`src/rtl/ecc_guard_pkg.sv`:
```
package ecc_guard_pkg;

   localparam int WORD_W = 32;
   localparam int CHECK_W = 8;

   typedef logic [WORD_W-1:0]  word_t;
   typedef logic [CHECK_W-1:0] chk_t;

   // Storage position j of the check byte carries syndrome bit map_pos(j).
   // Chosen so that no three bits of either stored check nibble equal a data column.
   function automatic int map_pos(input int j);
      case (j)
         0: return 0;
         1: return 2;
         2: return 5;
         3: return 7;
         4: return 1;
         5: return 3;
         6: return 4;
         default: return 6;
      endcase
   endfunction

   // Weight-3 data columns: each nibble shares one bit pair, third bit differs.
   function automatic chk_t data_col(input int i);
      case (i)
         0: return 8'h07;  1: return 8'h0B;  2: return 8'h43;  3: return 8'h83;
         4: return 8'h0D;  5: return 8'h0E;  6: return 8'h1C;  7: return 8'h2C;
         8: return 8'h34;  9: return 8'h38; 10: return 8'h70; 11: return 8'hB0;
        12: return 8'hC1; 13: return 8'hC2; 14: return 8'hD0; 15: return 8'hE0;
        16: return 8'h15; 17: return 8'h19; 18: return 8'h51; 19: return 8'h91;
        20: return 8'h26; 21: return 8'h2A; 22: return 8'h62; 23: return 8'hA2;
        24: return 8'h45; 25: return 8'h46; 26: return 8'h54; 27: return 8'h64;
        28: return 8'h89; 29: return 8'h8A; 30: return 8'h98; default: return 8'hA8;
      endcase
   endfunction

   function automatic chk_t word_parity(input word_t d);
      chk_t p = '0;
      for (int i = 0; i < WORD_W; i++)
         if (d[i]) p ^= data_col(i);
      return p;
   endfunction

   function automatic chk_t to_store(input chk_t p);
      chk_t c;
      for (int j = 0; j < CHECK_W; j++) c[j] = p[map_pos(j)];
      return c;
   endfunction

   function automatic chk_t from_store(input chk_t c);
      chk_t p;
      for (int j = 0; j < CHECK_W; j++) p[map_pos(j)] = c[j];
      return p;
   endfunction

endpackage

```
`src/rtl/ecc_check_gen.sv`:
```
module ecc_check_gen
   import ecc_guard_pkg::*;
(
   input  word_t data_i,
   output chk_t  check_o
);
   assign check_o = to_store(word_parity(data_i));
endmodule

```
`src/rtl/ecc_syndrome_fix.sv`:
```
module ecc_syndrome_fix
   import ecc_guard_pkg::*;
(
   input  word_t data_i,
   input  chk_t  check_i,
   output chk_t  syndrome_o,
   output word_t fixed_o,
   output logic  single_o,
   output logic  uncorr_o
);
   chk_t  syn;
   word_t hit;

   assign syn = word_parity(data_i) ^ from_store(check_i);

   for (genvar i = 0; i < WORD_W; i++) begin : g_col
      assign hit[i] = (syn == data_col(i));
   end

   assign syndrome_o = syn;
   assign fixed_o    = data_i ^ hit;
   assign single_o   = (|hit) | $onehot(syn);
   assign uncorr_o   = (|syn) & ~single_o;
endmodule

```
`src/rtl/ecc_sat_counter.sv`:
```
module ecc_sat_counter #(
   parameter int W = 16
) (
   input  logic         clk,
   input  logic         rst_n,
   input  logic         clr,
   input  logic         inc,
   output logic [W-1:0] count
);
   localparam logic [W-1:0] TOP = '1;

   always_ff @(posedge clk or negedge rst_n) begin
      if (!rst_n)                    count <= '0;
      else if (clr)                  count <= '0;
      else if (inc && count != TOP)  count <= count + 1'b1;
   end


   sat_hold_chk: assert property (@(posedge clk) disable iff (!rst_n)
      (count == TOP && !clr) |=> count == TOP);


   clr_zero_chk: assert property (@(posedge clk) disable iff (!rst_n)
      clr |=> count == '0);
endmodule

```
`src/rtl/ecc_mem_guard.sv`:
```
module ecc_mem_guard
   import ecc_guard_pkg::*;
#(
   parameter int ADDR_W = 10,
   parameter int DATA_W = 32,
   parameter int CHK_W  = 8,
   parameter int CNT_W  = 16
) (
   input  logic              clk,
   input  logic              rst_n,
   input  logic              req_valid,
   output logic              req_ready,
   input  logic              req_we,
   input  logic [ADDR_W-1:0] req_addr,
   input  logic [DATA_W/8-1:0] req_be,
   input  logic [DATA_W-1:0] req_wdata,
   output logic              rsp_valid,
   output logic [DATA_W-1:0] rsp_rdata,
   output logic              mem_en,
   output logic              mem_we,
   output logic [ADDR_W-1:0] mem_addr,
   output logic [DATA_W-1:0] mem_wdata,
   output logic [CHK_W-1:0]  mem_wcheck,
   input  logic [DATA_W-1:0] mem_rdata,
   input  logic [CHK_W-1:0]  mem_rcheck,
   output logic              err_single,
   output logic              err_uncorr,
   output logic [CHK_W-1:0]  err_syndrome,
   input  logic              clr_cnt,
   output logic [CNT_W-1:0]  cnt_corr,
   output logic [CNT_W-1:0]  cnt_uncorr
);
   localparam int BE_W   = DATA_W / 8;
   localparam int N_CNT  = 2;

   if (DATA_W != WORD_W) begin : g_bad_data
      $error("ecc_mem_guard: code is defined for a 32-bit word only");
   end
   if (CHK_W != CHECK_W) begin : g_bad_chk
      $error("ecc_mem_guard: code needs exactly 8 check bits");
   end
   if (CNT_W < 1) begin : g_bad_cnt
      $error("ecc_mem_guard: counter width must be positive");
   end

   typedef enum logic [1:0] {ST_IDLE, ST_READ, ST_MERGE} st_t;

   st_t               state;
   logic [ADDR_W-1:0] hold_addr;
   logic [BE_W-1:0]   hold_be;
   word_t             hold_wdata;

   logic  accept, full_wr, dec_live;
   word_t fixed, merged, enc_in;
   chk_t  enc_out, syn;
   logic  dec_single, dec_uncorr;
   logic [N_CNT-1:0] ev;
   logic [CNT_W-1:0] cnt [N_CNT];

   assign req_ready = (state == ST_IDLE);
   assign accept    = req_valid && req_ready;
   assign full_wr   = &req_be;
   assign dec_live  = (state != ST_IDLE);

   ecc_syndrome_fix u_fix (
      .data_i     (mem_rdata),
      .check_i    (mem_rcheck),
      .syndrome_o (syn),
      .fixed_o    (fixed),
      .single_o   (dec_single),
      .uncorr_o   (dec_uncorr)
   );

   for (genvar b = 0; b < BE_W; b++) begin : g_merge
      assign merged[8*b +: 8] = hold_be[b] ? hold_wdata[8*b +: 8] : fixed[8*b +: 8];
   end

   assign enc_in = (state == ST_MERGE) ? merged : req_wdata;

   ecc_check_gen u_gen (
      .data_i  (enc_in),
      .check_o (enc_out)
   );

   always_comb begin
      mem_en    = 1'b0;
      mem_we    = 1'b0;
      mem_addr  = req_addr;
      mem_wdata = enc_in;
      mem_wcheck = enc_out;
      if (state == ST_MERGE) begin
         mem_addr = hold_addr;
         mem_en   = !dec_uncorr;
         mem_we   = !dec_uncorr;
      end else if (accept) begin
         mem_en = 1'b1;
         mem_we = req_we && full_wr;
      end
   end

   always_ff @(posedge clk or negedge rst_n) begin
      if (!rst_n) begin
         state        <= ST_IDLE;
         hold_addr    <= '0;
         hold_be      <= '0;
         hold_wdata   <= '0;
         rsp_valid    <= 1'b0;
         rsp_rdata    <= '0;
         err_single   <= 1'b0;
         err_uncorr   <= 1'b0;
         err_syndrome <= '0;
      end else begin
         rsp_valid  <= (state == ST_READ);
         err_single <= dec_live && dec_single;
         err_uncorr <= dec_live && dec_uncorr;
         if (state == ST_READ) rsp_rdata <= fixed;
         if (dec_live && (|syn)) err_syndrome <= syn;
         case (state)
            ST_IDLE: if (accept && !(req_we && full_wr)) begin
               hold_addr  <= req_addr;
               hold_be    <= req_be;
               hold_wdata <= req_wdata;
               state      <= req_we ? ST_MERGE : ST_READ;
            end
            default: state <= ST_IDLE;
         endcase
      end
   end

   assign ev[0] = dec_live && dec_single;
   assign ev[1] = dec_live && dec_uncorr;

   for (genvar k = 0; k < N_CNT; k++) begin : g_cnt
      ecc_sat_counter #(.W(CNT_W)) u_cnt (
         .clk   (clk),
         .rst_n (rst_n),
         .clr   (clr_cnt),
         .inc   (ev[k]),
         .count (cnt[k])
      );
   end

   assign cnt_corr   = cnt[0];
   assign cnt_uncorr = cnt[1];


   one_kind_chk: assert property (@(posedge clk) disable iff (!rst_n)
      !(err_single && err_uncorr));


   single_pulse_chk: assert property (@(posedge clk) disable iff (!rst_n)
      err_single |=> !err_single);


   rsp_pulse_chk: assert property (@(posedge clk) disable iff (!rst_n)
      rsp_valid |=> !rsp_valid);


   busy_after_read_chk: assert property (@(posedge clk) disable iff (!rst_n)
      (req_valid && req_ready && !req_we) |=> !req_ready);


   no_writeback_chk: assert property (@(posedge clk) disable iff (!rst_n)
      err_uncorr |-> !$past(mem_we));


   syn_hold_chk: assert property (@(posedge clk) disable iff (!rst_n)
      (!err_single && !err_uncorr) |-> $stable(err_syndrome));


   syn_nonzero_chk: assert property (@(posedge clk) disable iff (!rst_n)
      (err_single || err_uncorr) |-> err_syndrome != '0);
endmodule

```
`config.mk`:
```
export PLATFORM = sky130hd
export DESIGN_NAME = ecc_mem_guard
export DESIGN_NICKNAME = d
export VERILOG_FILES = /design/src/rtl/ecc_guard_pkg.sv /design/src/rtl/ecc_check_gen.sv /design/src/rtl/ecc_syndrome_fix.sv /design/src/rtl/ecc_sat_counter.sv /design/src/rtl/ecc_mem_guard.sv
export SDC_FILE = /design/constraint.sdc
export NUM_CORES = 1
export LEC_CHECK = 0
export BUFFER_PORTS_ARGS = -buffer_cell sky130_fd_sc_hd__buf_2
export CAP_MARGIN = 20
export CORE_MARGIN = 4
export CORE_UTILIZATION = 54
export CTS_BUF_LIST = sky130_fd_sc_hd__clkbuf_8 sky130_fd_sc_hd__clkbuf_16
export CTS_CLUSTER_DIAMETER = 100
export DETAILED_ROUTE_END_ITERATION = 6
export PLACE_DENSITY_LB_ADDON = 0.12
export SYNTH_ARGS = -nofsm -noshare
export SYNTH_HDL_FRONTEND = slang
export SYNTH_SLANG_ARGS = --single-unit
```
`constraint.sdc`:
```
create_clock -name clk -period 8.1 [get_ports clk]
set_input_delay 1.62 -clock clk [delete_from_list [all_inputs] [get_ports clk]]
set_output_delay 1.62 -clock clk [all_outputs]
set_load 0.005 [all_outputs]
```
==> qor.yml <==
critical_path:
  path_buf_inv: 4
  cp_top_family: "adder cells"
  required_ns: 6.48
  slowest_stage: "or4b_2"
  criticalPathCategory: "primary input to output port"
  cp-start-kind: "primary input"
  cp_slowest_stage_delay_ns: 0.61
  crit_arrival_ns: 6.11
  path_max_fanout: 5
  path_cells: "buf_2 > xnor2_1 > xnor2_1 > xnor2_1 > xnor2_2 > inv_1 > ha_1 > fa_1 > inv_1 > fa_1 > ha_1 > fa_1 > or4b_2 > nand3_1 > nor4_1 > nand3_1 > a31oi_4 > nand2_1 > nand2_1 > o21ai_0 > buf_2"
  endpoint_kind: "output port"
  regToRegSetupSlack_ns: 5.36
clock_tree:
  h-tree-depth: 4
  cts_hold_buf: 0
  root_buffer: "clkbuf_16"
  clk_pin_slew_ns: 0.05
  clk_latency_ns: 0.41
  cts_buffer_depth: 2
  post_cts_buffers: 0
  cts_buffers: 17
  cts_resized: 0
  cts.sinks: 123
  cts_tree: "yes"
timing:
  setup_tns_ns: 0
  fmaxAchievable_mhz: 129
  tightest_slew_ns: 0.934
  slew_viol_final: 0
  hold_viol_final: 0
  fin_skew_ns: 0.00424
  setup_viol: 0
  maxSlewHeadroom_pct: 37.8
  fin_crit_ns: 7.73
  rsz0062_at_grt: "false"
  finalCritPeriodShare_pct: 95.4
global_route:
  grt_max_degree: 73
  grt_pass1_vias: 7094
  grt-ovfl-total: 0
  track_usage_pct: 27.4
  grt_pass1_wl_mm: 37.9
  grt_antenna_before_repair: 4
synthesis:
  ys_seq_elements: 123
  syn_area_um2: 8300
  syn_avg_cell_area_um2: 9.46
  ys_types: 46
  yosysTopAreaCell: "dfrtp_1"
  async_flop_share_pct: 100
  ys_seq_area_share_pct: 37.1
  synthFlopType: "dfrtp_1"
  synth.top_cell.area_share_pct: 37.1
  synthCells: 878
  synth_nets: 992
  synth_edf_count: 0
  yosysWarnings: 0
  synthTopCellsByArea: "dfrtp_1 (37%), xnor2_1 (14%), mux2_2 (7.3%)"
routing:
  dr_total_vias: 7056
  remaining_drc_errors: 0
  totalWireLength_mm: 23.9
  drtIter0Drc: 472
  wl_per_cell_um: 18.6
  ant_nets: 0
  drtPass1Iterations: 5
  viasPerCell: 5.51
final_layout:
  syn2layout_area_growth_pct: 22.7
  fillers: 1263
  stdcell_count: 1281
  drive_gt1_share_pct: 30.8
  num-nets-final: 1195
placed_design:
  dp_cells: 1249
  hpwl_mm: 17.9
  io_buffers: 218
  gp_congestion: 0.923
power:
  p_per_area_nw_per_um2: 318
  p_comb_share_pct: 51.2
  total_power_mw: 3.24
  internal-power_mw: 1.93
  net-switching-power_mw: 1.31
  sw_frac_of_total_pct: 40.5
  vdd_ir_drop_max_mv: 0.252
  p_seq_share_pct: 24.7
  leakagePower_nw: 4.73
  p_clk_share_pct: 24.0
job:
  maxCapViolCount: 0
min_path:
  hp-class: "register to register"
die:
  num_rows: 45
  fp.dieH_um: 132
  pin_count: 219
  dieArea_um2: 17400
  start_util_pct: 54.8
  core_area_um2: 15100
  die_x_um: 132
status:
  status: "finished, final reports clean"
layer usage:
metal / routed length (um) / vias up / GRT usage [%]
li1: - / 3335 / -
met1: 9760 / 3371 / 34.8
met2: 11400 / 305 / 44.8
met3: 2040 / 43 / 8.17
met4: 622 / 2 / 8.98
met5: 12 / - / 0
sequential cells by signal (all words and copies together), names as in the netlist:
name	count
hold_addr	10
g_cnt.u_cnt.count	32
err_uncorr	1
err_syndrome	8
err_single	1
rsp_valid	1
hold_wdata	32
hold_be	4
rsp_rdata	32
state	2
per-stage QoR:
| stage | setup WS (ns) | hold slack [ns] | util (%) | instance area (um^2) |
|---|---|---|---|---|
| global route | 0.0252 | 0.499 | 67.3 | 10200 |
| finish | 0.374 | 0.472 | 67.3 | 10200 |
| global placement | 0.304 | 0.458 | 63.0 | 9540 |
| CTS | 0.254 | 0.478 | 66.9 | 10100 |
| detailed placement | 0.293 | 0.467 | 63.0 | 9540 |
| floorplan | 1.06 | 0.473 | - | 8300 |
Yosys cell counts, types with 2 or more instances:
| master | n |
|---|---|
| xnor2_2 | 3 |
| or3_1 | 4 |
| a22oi_1 | 8 |
| and3_1 | 9 |
| xor2_1 | 62 |
| nor2b_1 | 2 |
| nor3b_1 | 3 |
| buf_1 | 3 |
| clkbuf_1 | 34 |
| nand2_1 | 117 |
| o22ai_1 | 3 |
| nand3_1 | 30 |
| o2111ai_1 | 2 |
| mux2_2 | 54 |
| dfrtp_1 | 123 |
| nand4_1 | 31 |
| ha_1 | 19 |
| and4_1 | 2 |
| mux2i_1 | 33 |
| nand2b_1 | 2 |
| buf_2 | 8 |
| xnor2_1 | 131 |
| nor3_1 | 8 |
| inv_1 | 46 |
| a21oi_1 | 7 |
| fa_1 | 4 |
| o21ai_0 | 69 |
| and2_1 | 4 |
| buf_6 | 3 |
| nor3_2 | 3 |
| nor2_1 | 36 |
power by group through the flow:
stage	registers (mW)	logic, mW	clock network, mW
after detailed placement	0.811	1.63	0
after global placement	0.804	1.60	0
after global routing	0.817	1.83	0.813
after floorplan	0.793	1.17	0
after CTS	0.801	1.63	0.788
final	0.801	1.66	0.778
cell families (layout without fill, tap and decap cells):
logic type	count (synthesis)	in the layout	synth area share [%]
AND/OR/NAND/NOR	258	258	15.0
XOR/XNOR	198	198	21.5
flip-flops	123	123	37.1
AO/OA/AOI/OAI	95	95	6.68
buffers and inverters	94	307	4.64
multiplexers	87	87	11.3
adder cells (fa/ha/maj)	23	23	3.83
other	0	2	0
worst reg2reg max path, cell delays in order (launching register included):
cell and delay (ns):
dfrtp_1 0.45, and4_1 0.26, and3_1 0.21, and3_1 0.20, and2_1 0.19, and3_1 0.22
nand4_1 0.09, and3_1 0.55, nand4_1 0.20, xor2_1 0.19, nor2_1 0.06
area by class of cell:
type	count	area [um^2]	share of cell area [%]
sequential	123	3080	30.2
clock inverter	8	119	1.17
multi-input combinational	661	4880	48.0
antenna	2	5.00	0.0491
inverter	46	173	1.70
tap	188	235	2.31
clock buffer	21	480	4.72
timing repair buffer	232	1210	11.9
cells in the final DEF, fill, tap and decap left out, drive strengths merged, types with 3 or more instances in the layout:
cell	instances
xor2	62
nor3	11
fa	4
ha	19
nand2	118
xnor2	134
nor4	3
a22oi	8
o21ai	69
mux2	54
bufinv	3
nor3b	3
dfrtp	123
mux2i	33
nor2	36
or3	5
o22ai	3
nand4	31
clkbuf	21
a21oi	7
and3	9
and2	4
inv	47
nand3	31
buf	232
path summary, 6_finish.rpt:
path | start | endpoint | cells after the start
max | mem_rdata[2] | mem_we | 21
min | rsp_rdata[17]$_DFFE_PN0P_ | rsp_rdata[17]$_DFFE_PN0P_ | 2
max reg2reg | g_cnt[1].u_cnt.count[3]$_DFFE_PN0P_ | g_cnt[1].u_cnt.count[15]$_DFFE_PN0P_ | 10
min reg2reg | rsp_rdata[17]$_DFFE_PN0P_ | rsp_rdata[17]$_DFFE_PN0P_ | 2
max in group asynchronous | rst_n | hold_addr[6]$_DFFE_PN0P_ | 2
min in group asynchronous | rst_n | err_syndrome[4]$_DFFE_PN0P_ | 1
No activity file was read; power rests on OpenSTA's default activity.
